===== config.mk =====
export PLATFORM = sky130hd
export DESIGN_NAME = rc_range_encoder
export DESIGN_NICKNAME = d
export VERILOG_FILES = /design/src/rtl/rcenc_pkg.sv /design/src/rtl/rcenc_hdr_gen.sv /design/src/rtl/rcenc_bit_coder.sv /design/src/rtl/rcenc_shift_unit.sv /design/src/rtl/rc_range_encoder.sv
export SDC_FILE = /design/constraint.sdc
export NUM_CORES = 1
export LEC_CHECK = 0
export BUFFER_PORTS_ARGS = -buffer_cell sky130_fd_sc_hd__buf_2
export CAP_MARGIN = 10
export CORE_ASPECT_RATIO = 1.1
export CORE_MARGIN = 2
export CORE_UTILIZATION = 50
export DETAILED_ROUTE_END_ITERATION = 12
export GPL_ROUTABILITY_DRIVEN = 0
export PLACE_DENSITY = 0.75
export SKIP_CTS_REPAIR_TIMING = 1
export SYNTH_ARGS = -nofsm -noshare
export SYNTH_HDL_FRONTEND = slang
export SYNTH_SLANG_ARGS = --single-unit

===== constraint.sdc =====
create_clock -name clk -period 3.9 [get_ports clk]
set_clock_uncertainty 0.05 [all_clocks]
set_input_delay 0 -clock clk [delete_from_list [all_inputs] [get_ports clk]]
set_output_delay 0 -clock clk [all_outputs]
set_load 0.005 [all_outputs]

===== src/rtl/rcenc_pkg.sv =====
package rcenc_pkg;

  typedef enum logic [2:0] {
    ST_HDR,
    ST_IDLE,
    ST_SHIFT,
    ST_DRAIN,
    ST_DONE
  } rc_state_e;

  // byte plus carry, wrapping modulo 256
  function automatic logic [7:0] byte_add_carry(input logic [7:0] b, input logic c);
    return b + {7'd0, c};
  endfunction

endpackage


===== src/rtl/rcenc_hdr_gen.sv =====
module rcenc_hdr_gen #(
  parameter logic [7:0] CFG_BYTE  = 8'h5D,
  parameter int         DICT_W    = 32,
  parameter logic [DICT_W-1:0] DICT_SIZE = 32'h0010_0000,
  parameter int         RAW_W     = 64,
  parameter logic [RAW_W-1:0] RAW_SIZE = 64'h0000_0000_0000_0400
) (
  input  logic       clk,
  input  logic       rst_n,
  input  logic       advance_i,
  output logic [7:0] byte_o,
  output logic       last_o
);
  localparam int HDR_BYTES = 1 + DICT_W / 8 + RAW_W / 8;
  localparam int IDX_W     = $clog2(HDR_BYTES);
  localparam logic [8*HDR_BYTES-1:0] HDR_VEC = {RAW_SIZE, DICT_SIZE, CFG_BYTE};

  logic [7:0]       hdr_arr [HDR_BYTES];
  logic [IDX_W-1:0] idx_q;

  for (genvar g = 0; g < HDR_BYTES; g++) begin : g_hdr
    assign hdr_arr[g] = HDR_VEC[8*g +: 8];
  end

  assign last_o = (idx_q == IDX_W'(HDR_BYTES - 1));
  assign byte_o = hdr_arr[idx_q];

  always_ff @(posedge clk or negedge rst_n) begin
    if (!rst_n)                   idx_q <= '0;
    else if (advance_i && !last_o) idx_q <= idx_q + 1'b1;
  end
endmodule


===== src/rtl/rcenc_bit_coder.sv =====
module rcenc_bit_coder #(
  parameter int RANGE_W   = 32,
  parameter int PROB_BITS = 11,
  parameter int PROB      = 1024
) (
  input  logic [RANGE_W-1:0] range_i,
  input  logic [RANGE_W:0]   low_i,
  input  logic               bit_i,
  output logic [RANGE_W-1:0] range_o,
  output logic [RANGE_W:0]   low_o
);
  localparam logic [RANGE_W-1:0] PROB_V = RANGE_W'(PROB);

  logic [RANGE_W-1:0] bound;

  always_comb begin
    bound = (range_i >> PROB_BITS) * PROB_V;
    if (bit_i) begin
      range_o = range_i - bound;
      low_o   = low_i + {1'b0, bound};
    end else begin
      range_o = bound;
      low_o   = low_i;
    end
  end
endmodule


===== src/rtl/rcenc_shift_unit.sv =====
module rcenc_shift_unit #(
  parameter int RANGE_W = 32
) (
  input  logic [RANGE_W:0] low_i,
  output logic             release_o,
  output logic             carry_o,
  output logic [7:0]       top_byte_o,
  output logic [RANGE_W:0] low_next_o
);
  assign carry_o    = low_i[RANGE_W];
  assign top_byte_o = low_i[RANGE_W-1 -: 8];
  assign release_o  = carry_o || (top_byte_o != 8'hFF);
  assign low_next_o = {1'b0, low_i[RANGE_W-9:0], 8'h00};
endmodule


===== src/rtl/rc_range_encoder.sv =====
module rc_range_encoder #(
  parameter int         RANGE_W      = 32,
  parameter int         PROB_BITS    = 11,
  parameter int         PROB         = 1024,
  parameter int         FLUSH_SHIFTS = 5,
  parameter int         PEND_W       = 16,
  parameter logic [7:0] CFG_BYTE     = 8'h5D,
  parameter int         DICT_W       = 32,
  parameter logic [DICT_W-1:0] DICT_SIZE = 32'h0010_0000,
  parameter int         RAW_W        = 64,
  parameter logic [RAW_W-1:0] RAW_SIZE = 64'h0000_0000_0000_0400
) (
  input  logic       clk,
  input  logic       rst_n,
  input  logic       in_valid,
  output logic       in_ready,
  input  logic       in_bit,
  input  logic       in_flush,
  output logic       out_valid,
  output logic [7:0] out_byte,
  output logic       done
);
  import rcenc_pkg::*;

  localparam int FC_W = $clog2(FLUSH_SHIFTS + 1);
  localparam logic [RANGE_W-1:0] TOP_LIM = RANGE_W'(1) << (RANGE_W - 8);

  rc_state_e          state_q;
  logic [RANGE_W-1:0] range_q;
  logic [RANGE_W:0]   low_q;
  logic [7:0]         cache_q;
  logic [PEND_W-1:0]  pend_q;
  logic               carry_q;
  logic               flushing_q;
  logic [FC_W-1:0]    flush_cnt_q;
  logic               out_valid_q;
  logic [7:0]         out_byte_q;

  // named events for the checker
  logic               hdr_active, accept_bit, accept_flush, need_shift;
  logic               shift_ev, release_ev, drain_ev;

  logic [7:0]         hdr_byte;
  logic               hdr_last;
  logic [RANGE_W-1:0] coded_range;
  logic [RANGE_W:0]   coded_low, shifted_low;
  logic               sh_release, sh_carry;
  logic [7:0]         sh_top;

  assign hdr_active   = (state_q == ST_HDR);
  assign in_ready     = (state_q == ST_IDLE);
  assign accept_bit   = in_ready && in_valid && !in_flush;
  assign accept_flush = in_ready && in_valid && in_flush;
  assign need_shift   = flushing_q ? (flush_cnt_q != '0) : (range_q < TOP_LIM);
  assign shift_ev     = (state_q == ST_SHIFT) && need_shift;
  assign release_ev   = shift_ev && sh_release;
  assign drain_ev     = (state_q == ST_DRAIN);

  rcenc_hdr_gen #(
    .CFG_BYTE(CFG_BYTE), .DICT_W(DICT_W), .DICT_SIZE(DICT_SIZE),
    .RAW_W(RAW_W), .RAW_SIZE(RAW_SIZE)
  ) hdr_i (
    .clk(clk), .rst_n(rst_n), .advance_i(hdr_active),
    .byte_o(hdr_byte), .last_o(hdr_last)
  );

  rcenc_bit_coder #(.RANGE_W(RANGE_W), .PROB_BITS(PROB_BITS), .PROB(PROB)) coder_i (
    .range_i(range_q), .low_i(low_q), .bit_i(in_bit),
    .range_o(coded_range), .low_o(coded_low)
  );

  rcenc_shift_unit #(.RANGE_W(RANGE_W)) shift_i (
    .low_i(low_q), .release_o(sh_release), .carry_o(sh_carry),
    .top_byte_o(sh_top), .low_next_o(shifted_low)
  );

  always_ff @(posedge clk or negedge rst_n) begin
    if (!rst_n) begin
      state_q     <= ST_HDR;
      range_q     <= '1;
      low_q       <= '0;
      cache_q     <= 8'h00;
      pend_q      <= '0;
      carry_q     <= 1'b0;
      flushing_q  <= 1'b0;
      flush_cnt_q <= '0;
      out_valid_q <= 1'b0;
      out_byte_q  <= 8'h00;
    end else begin
      out_valid_q <= 1'b0;
      unique case (state_q)
        ST_HDR: begin
          out_valid_q <= 1'b1;
          out_byte_q  <= hdr_byte;
          if (hdr_last) state_q <= ST_IDLE;
        end
        ST_IDLE: begin
          if (accept_flush) begin
            flushing_q  <= 1'b1;
            flush_cnt_q <= FC_W'(FLUSH_SHIFTS);
            state_q     <= ST_SHIFT;
          end else if (accept_bit) begin
            range_q <= coded_range;
            low_q   <= coded_low;
            state_q <= ST_SHIFT;
          end
        end
        ST_SHIFT: begin
          if (!need_shift) begin
            state_q <= flushing_q ? ST_DONE : ST_IDLE;
          end else begin
            low_q <= shifted_low;
            if (flushing_q) flush_cnt_q <= flush_cnt_q - 1'b1;
            else            range_q     <= range_q << 8;
            if (sh_release) begin
              out_valid_q <= 1'b1;
              out_byte_q  <= byte_add_carry(cache_q, sh_carry);
              carry_q     <= sh_carry;
              cache_q     <= sh_top;
              if (pend_q != '0) state_q <= ST_DRAIN;
            end else begin
              pend_q <= pend_q + 1'b1;
            end
          end
        end
        ST_DRAIN: begin
          out_valid_q <= 1'b1;
          out_byte_q  <= byte_add_carry(8'hFF, carry_q);
          pend_q      <= pend_q - 1'b1;
          if (pend_q == PEND_W'(1)) state_q <= ST_SHIFT;
        end
        default: state_q <= ST_DONE;
      endcase
    end
  end

  assign out_valid = out_valid_q;
  assign out_byte  = out_byte_q;
  assign done      = (state_q == ST_DONE);
endmodule


# Word-level counts from Yosys, hierarchy flattened
# Memory sizes are Yosys's and may differ from the RTL's.
# Index checks and enable logic that the tools add are counted.
# totals
in_bits	5
wordCells	102
mem_bits_ro	128
n_memories	1
output_inout_bits	11
regBits	110
# classes
n_mux	36
add_sub_neg	8
n_reduce_logical	22
n_lt_le_gt_ge	2
bitwise	1
n_eq_ne	21
# memory_table
name	depth	width	rd	rd_clocked_by_memory_dff	write_ports	line_no	source
(no name shown)	16	8	1	0	0	rcenc_hdr_gen.sv:26	assign byte_o = hdr_arr[idx_q];
# ops
cell	count
$mux W32	5
$mux W33	4
$pmux W33 S2	1
$pmux W32 S2	1
$add A33 B31 Y33	1
$mux W3	11
$lt A32 B25 Y1 const B	1
$mux W16	2
$mux W8	4
$pmux W16 S2	1
$sub A32 B31 Y32	1
$pmux W8 S3	1
$add A16 B1 Y16 const B	1
$eq A16 B1 Y1 const B	1
$reduce_bool A16 Y1	1
$sub A16 B1 Y16 const B	1
$reduce_and A5 Y1	3
$ne A2 B2 Y1 const B	7
$pmux W3 S4	1
$reduce_and A3 Y1	3
$add A8 B1 Y8	1
$ne A2 B1 Y1 const B	4
$ne A8 B8 Y1 const B	1
$eq A3 B2 Y1 const B	2
other kinds (23)	31

# Depth between registers and ports, before layout
# depth
word_depth	6
mapped_depth	11
ltp_nobuf	11

# Cells and area by module
# A second synthesis with hierarchy kept.
# hier_totals
cells_unflattened	996
area_unflattened_um2	8908.5
# by_module_without_submodules
mod	seq_area_each_um2	area_per_inst_um2	n_inst	cells_per_inst
rc_range_encoder	2692.6	5341.4	1	502
rcenc_bit_coder	0.0	2901.5	1	412
rcenc_shift_unit	0.0	341.6	1	46
rcenc_hdr_gen	100.1	324.1	1	36

# Worst setup path after synthesis
# OpenSTA, ideal clock, no wires.
# synth_timing
path_kind	register to register
startpoint	register range_q[10]
endpoint	register range_q[26]
arrival_time_ps	2576
stages_incl_launch_ff	12
setup_slack_ps	1180
cell_sequence	dfstp_2 > inv_1 > ha_1 > fa_1 > and2b_1 > o21a_2 > o21ai_1 > a21oi_1 > a41oi_1 > o41ai_1 > xnor2_1 > o221ai_1
# synth_between
elab_chain_len	5
word_cells_on_any_way	9
# synth_rtl
element	line_no	source
from (decl)	rc_range_encoder.sv:29	logic [RANGE_W-1:0] range_q;
from (signal assigned)	rc_range_encoder.sv:103	range_q <= coded_range;
from (signal assigned)	rc_range_encoder.sv:114	else range_q <= range_q << 8;
$sub A32 B31 Y32	rcenc_bit_coder.sv:19	range_o = range_i - bound;
$mux W32	rcenc_bit_coder.sv:18	if (bit_i) begin
$mux W32	rc_range_encoder.sv:102	end else if (accept_bit) begin
$mux W32	rc_range_encoder.sv:98	if (accept_flush) begin
$pmux W32 S2	rc_range_encoder.sv:91	unique case (state_q)
# Parallel ways exist; a longest one is shown, timed or not. The select of a mux whose other input is x is not followed.
# A chain may end at the register's enable or synchronous reset.

# Final worst setup path
# Ends and elaborated chain as after synthesis.

==> flow_metrics.tcl <==
set metrics [dict create \
    worst_setup_path_end_kind "flip-flop" \
    ys_ff_latch 92 \
    synthTopCellsByArea "dfrtp_1 (24%), ha_1 (10%), dfstp_2 (9.0%)" \
    antenna_found_initial 0 \
    postSynthCellCount 786 \
    coreArea_mm2 0.01374 \
    mostFrequentLayoutCells "a21oi_1 (68), dfrtp_1 (68), nand2_1 (64)" \
    rows 45 \
    crit_family "compound AO/OA/AOI/OAI gates" \
    synth-edff-count 0 \
    port_buffers 15 \
    final_antenna_net_count 0 \
    swShare_pct 20.35 \
    gr-total-overflow 0 \
    critPathRequiredTime_ns 4.10 \
    pwr-share-comb_pct 1.7 \
    hpwlAfterDp_um 12570 \
    synth_xor_area_share_pct 7.532 \
    slew_violations 0 \
    wl_um 16880 \
    p_sw_uw 423.5 \
    cts.clk_slew.worst_paths_ns 0.07 \
    violations "negative hold slack" \
    antennaDiodeCount 0 \
    clk_latency_ns 0.35 \
    synth_top_family_by_area "compound AO/OA/AOI/OAI gates" \
    p_seq_share_pct 45.9 \
    fmax_ghz 0.3388 \
    design_area_mm2 0.007551 \
    p_leak_uw 0.003348 \
    synth_cell_types 82 \
    powerDensity_mw_per_mm2 275.6 \
    fin_crit_sh_pct 75.67 \
    drt_iter0_markers 359 \
    period_needed_ns 2.951 \
    p_int_uw 1658 \
    place_area_mm2 0.007169 \
    yosysWarnings 0 \
    yosys.area_share.adder_pct 10.98 \
    crit_type "flip-flop to flip-flop" \
    syn_to_final_growth_pct 8.232 \
    ir_worst_vdd_uv 202.9 \
    synth-seq-area-share_pct 33.43 \
    maxSlewHeadroom_pct 52.55 \
    cts_tree "yes" \
    hold_path.class "input port to flip-flop" \
    die_w_um 116.6 \
    crit_path_max_incr_delay_ns 0.53 \
    synth_compound_area_share_pct 25.00 \
    grt_pass1_wl_um 28300 \
    routedWlPerCell_um 17.20 \
    grt_max_degree 57 \
    crit_buf_inv 1 \
    crit_chain "inv_1, ha_1, fa_1, and2b_1, o21a_2, o21ai_1, a21oi_1, a41oi_1, o41ai_1, xnor2_1, o221ai_1" \
    vias 5893 \
    netlist_area_mm2 0.006977 \
    fp.dieArea_mm2 0.01492 \
    cts-buffers-inserted 9 \
    p_total_uw 2081 \
    cts_root_buf "clkbuf_16" \
    io_pins 16 \
    cpMaxStageDelayCell "dfstp_2" \
    holdWs_ns -0.001909 \
    htreeDepth 3 \
    drive_gt1_share_pct 11.73 \
    drv_cap 0 \
    grt.total_usage_pct 23.98 \
    setup.worst_path.start_class "flip-flop" \
    rsz0062_at_grt "false" \
    async_reset_ff_share_pct 100.0 \
    worst-path-max-fanout 3 \
    synthMuxAreaShare_pct 2.027 \
    ys.flop_type "dfrtp_1" \
    setup_viol_count_final 0 \
    tightest_slew_ns 0.7118 \
    via_per_inst 6.007 \
    nets 853 \
    yosys.area.top_type "dfrtp_1" \
    drtPass1Iterations 6 \
    finalHoldViolations 1 \
    outcome "complete, but fails checks" \
    synth_top_area_share_pct 24.39 \
    start_util_pct 50.78 \
    synth_simple_gate_area_share_pct 16.32 \
    clk_path_buf_depth 2 \
    syn_area_per_cell_um2 8.876 \
    cts.sinks 92 \
    die_h_um 127.9 \
    first_global_vias 5692 \
    drc 0 \
    tns_ns 0 \
    syn_nets 851 \
    clkPwrFrac_pct 52.4 \
    arrival_ns 3.15 \
]
## sequential cells by signal (all words and copies together), names as in the netlist
register,cells
cache_q,8
carry_q,1
flush_cnt_q,3
flushing_q,1
hdr_i.idx_q,4
low_q,23
out_byte,8
out_valid,1
pend_q,16
range_q,24
state_q,3
## metrics by stage
stage / worst slack [ns] / util (%) / instances
floorplan: 1.180 / - / 786
global placement: 1.018 / 52.19 / 964
detailed placement: 0.9662 / 52.19 / 964
CTS: 0.9437 / 54.89 / 980
global route: 0.6856 / 54.96 / 981
finish: 0.9487 / 54.96 / 981
## metal layers
metal	wire length [um]	share of wire [%]	vias up	GRT usage (%)
li1	-	-	2866	-
met1	7477	44	2813	30.59
met2	7981	47	164	39.19
met3	760	4.5	50	4.066
met4	656	3.9	0	11.76
met5	0	0	-	0
## cells in the mapped netlist (all sizes together), types with 17 or more instances
| cell type | n |
|---|---|
| a21o | 17 |
| ha | 58 |
| a21oi | 70 |
| o21ai | 65 |
| nor3 | 26 |
| dfrtp | 68 |
| dfstp | 24 |
| inv | 42 |
| nor2 | 55 |
| nand2 | 65 |
| xnor2 | 40 |
| clkbuf | 20 |
| xor2 | 20 |
## worst reg2reg max path: stages, from the launching register on
cell and delay [ns]:
dfstp_2 0.53, inv_1 0.05, ha_1 0.20, fa_1 0.37, and2b_1 0.21, o21a_2 0.13
o21ai_1 0.10, a21oi_1 0.29, a41oi_1 0.23, o41ai_1 0.42, xnor2_1 0.16, o221ai_1 0.13
## layout make-up
cell class	instances	area, um2
Clock buffer	9	225.2
Clock inverter	7	146.4
Fill cell	1260	6187
Sequential cell	92	2332
Multi-Input combinational cell	621	4322
Inverter	42	157.7
Tap cell	188	235.2
Timing Repair Buffer	22	132.6
## cell families (layout without fill, tap and decap cells)
group,Yosys count,in the layout
xor+xnor,60,60
mux,13,13
flops,92,92
compound gates,262,262
simple gates,226,226
fa+ha+maj,60,60
buf+inv,73,80
## worst paths after layout
check	slack, ns	end	cells after the start	startpoint
worst max-delay path	0.95	range_q[26]	11	range_q[10]
worst min-delay path	-0.002	flushing_q	3	in_flush
worst max register to register	0.95	range_q[26]	11	range_q[10]
worst min register to register	0.42	pend_q[15]	1	pend_q[15]
max in group asynchronous	2.62	range_q[13]	3	rst_n
min in group asynchronous	0.19	pend_q[10]	2	rst_n
## power by group through the flow
stage	Combinational (uW)	Clock, uW	Sequential (uW)
finish	35.1	1090	955
detailed placement	35.6	0	972
global route	40.8	1150	954
CTS	35.6	1110	955
floorplan	10.2	0	973
global placement	35.5	0	972
(Power assumes the default switching activity.)
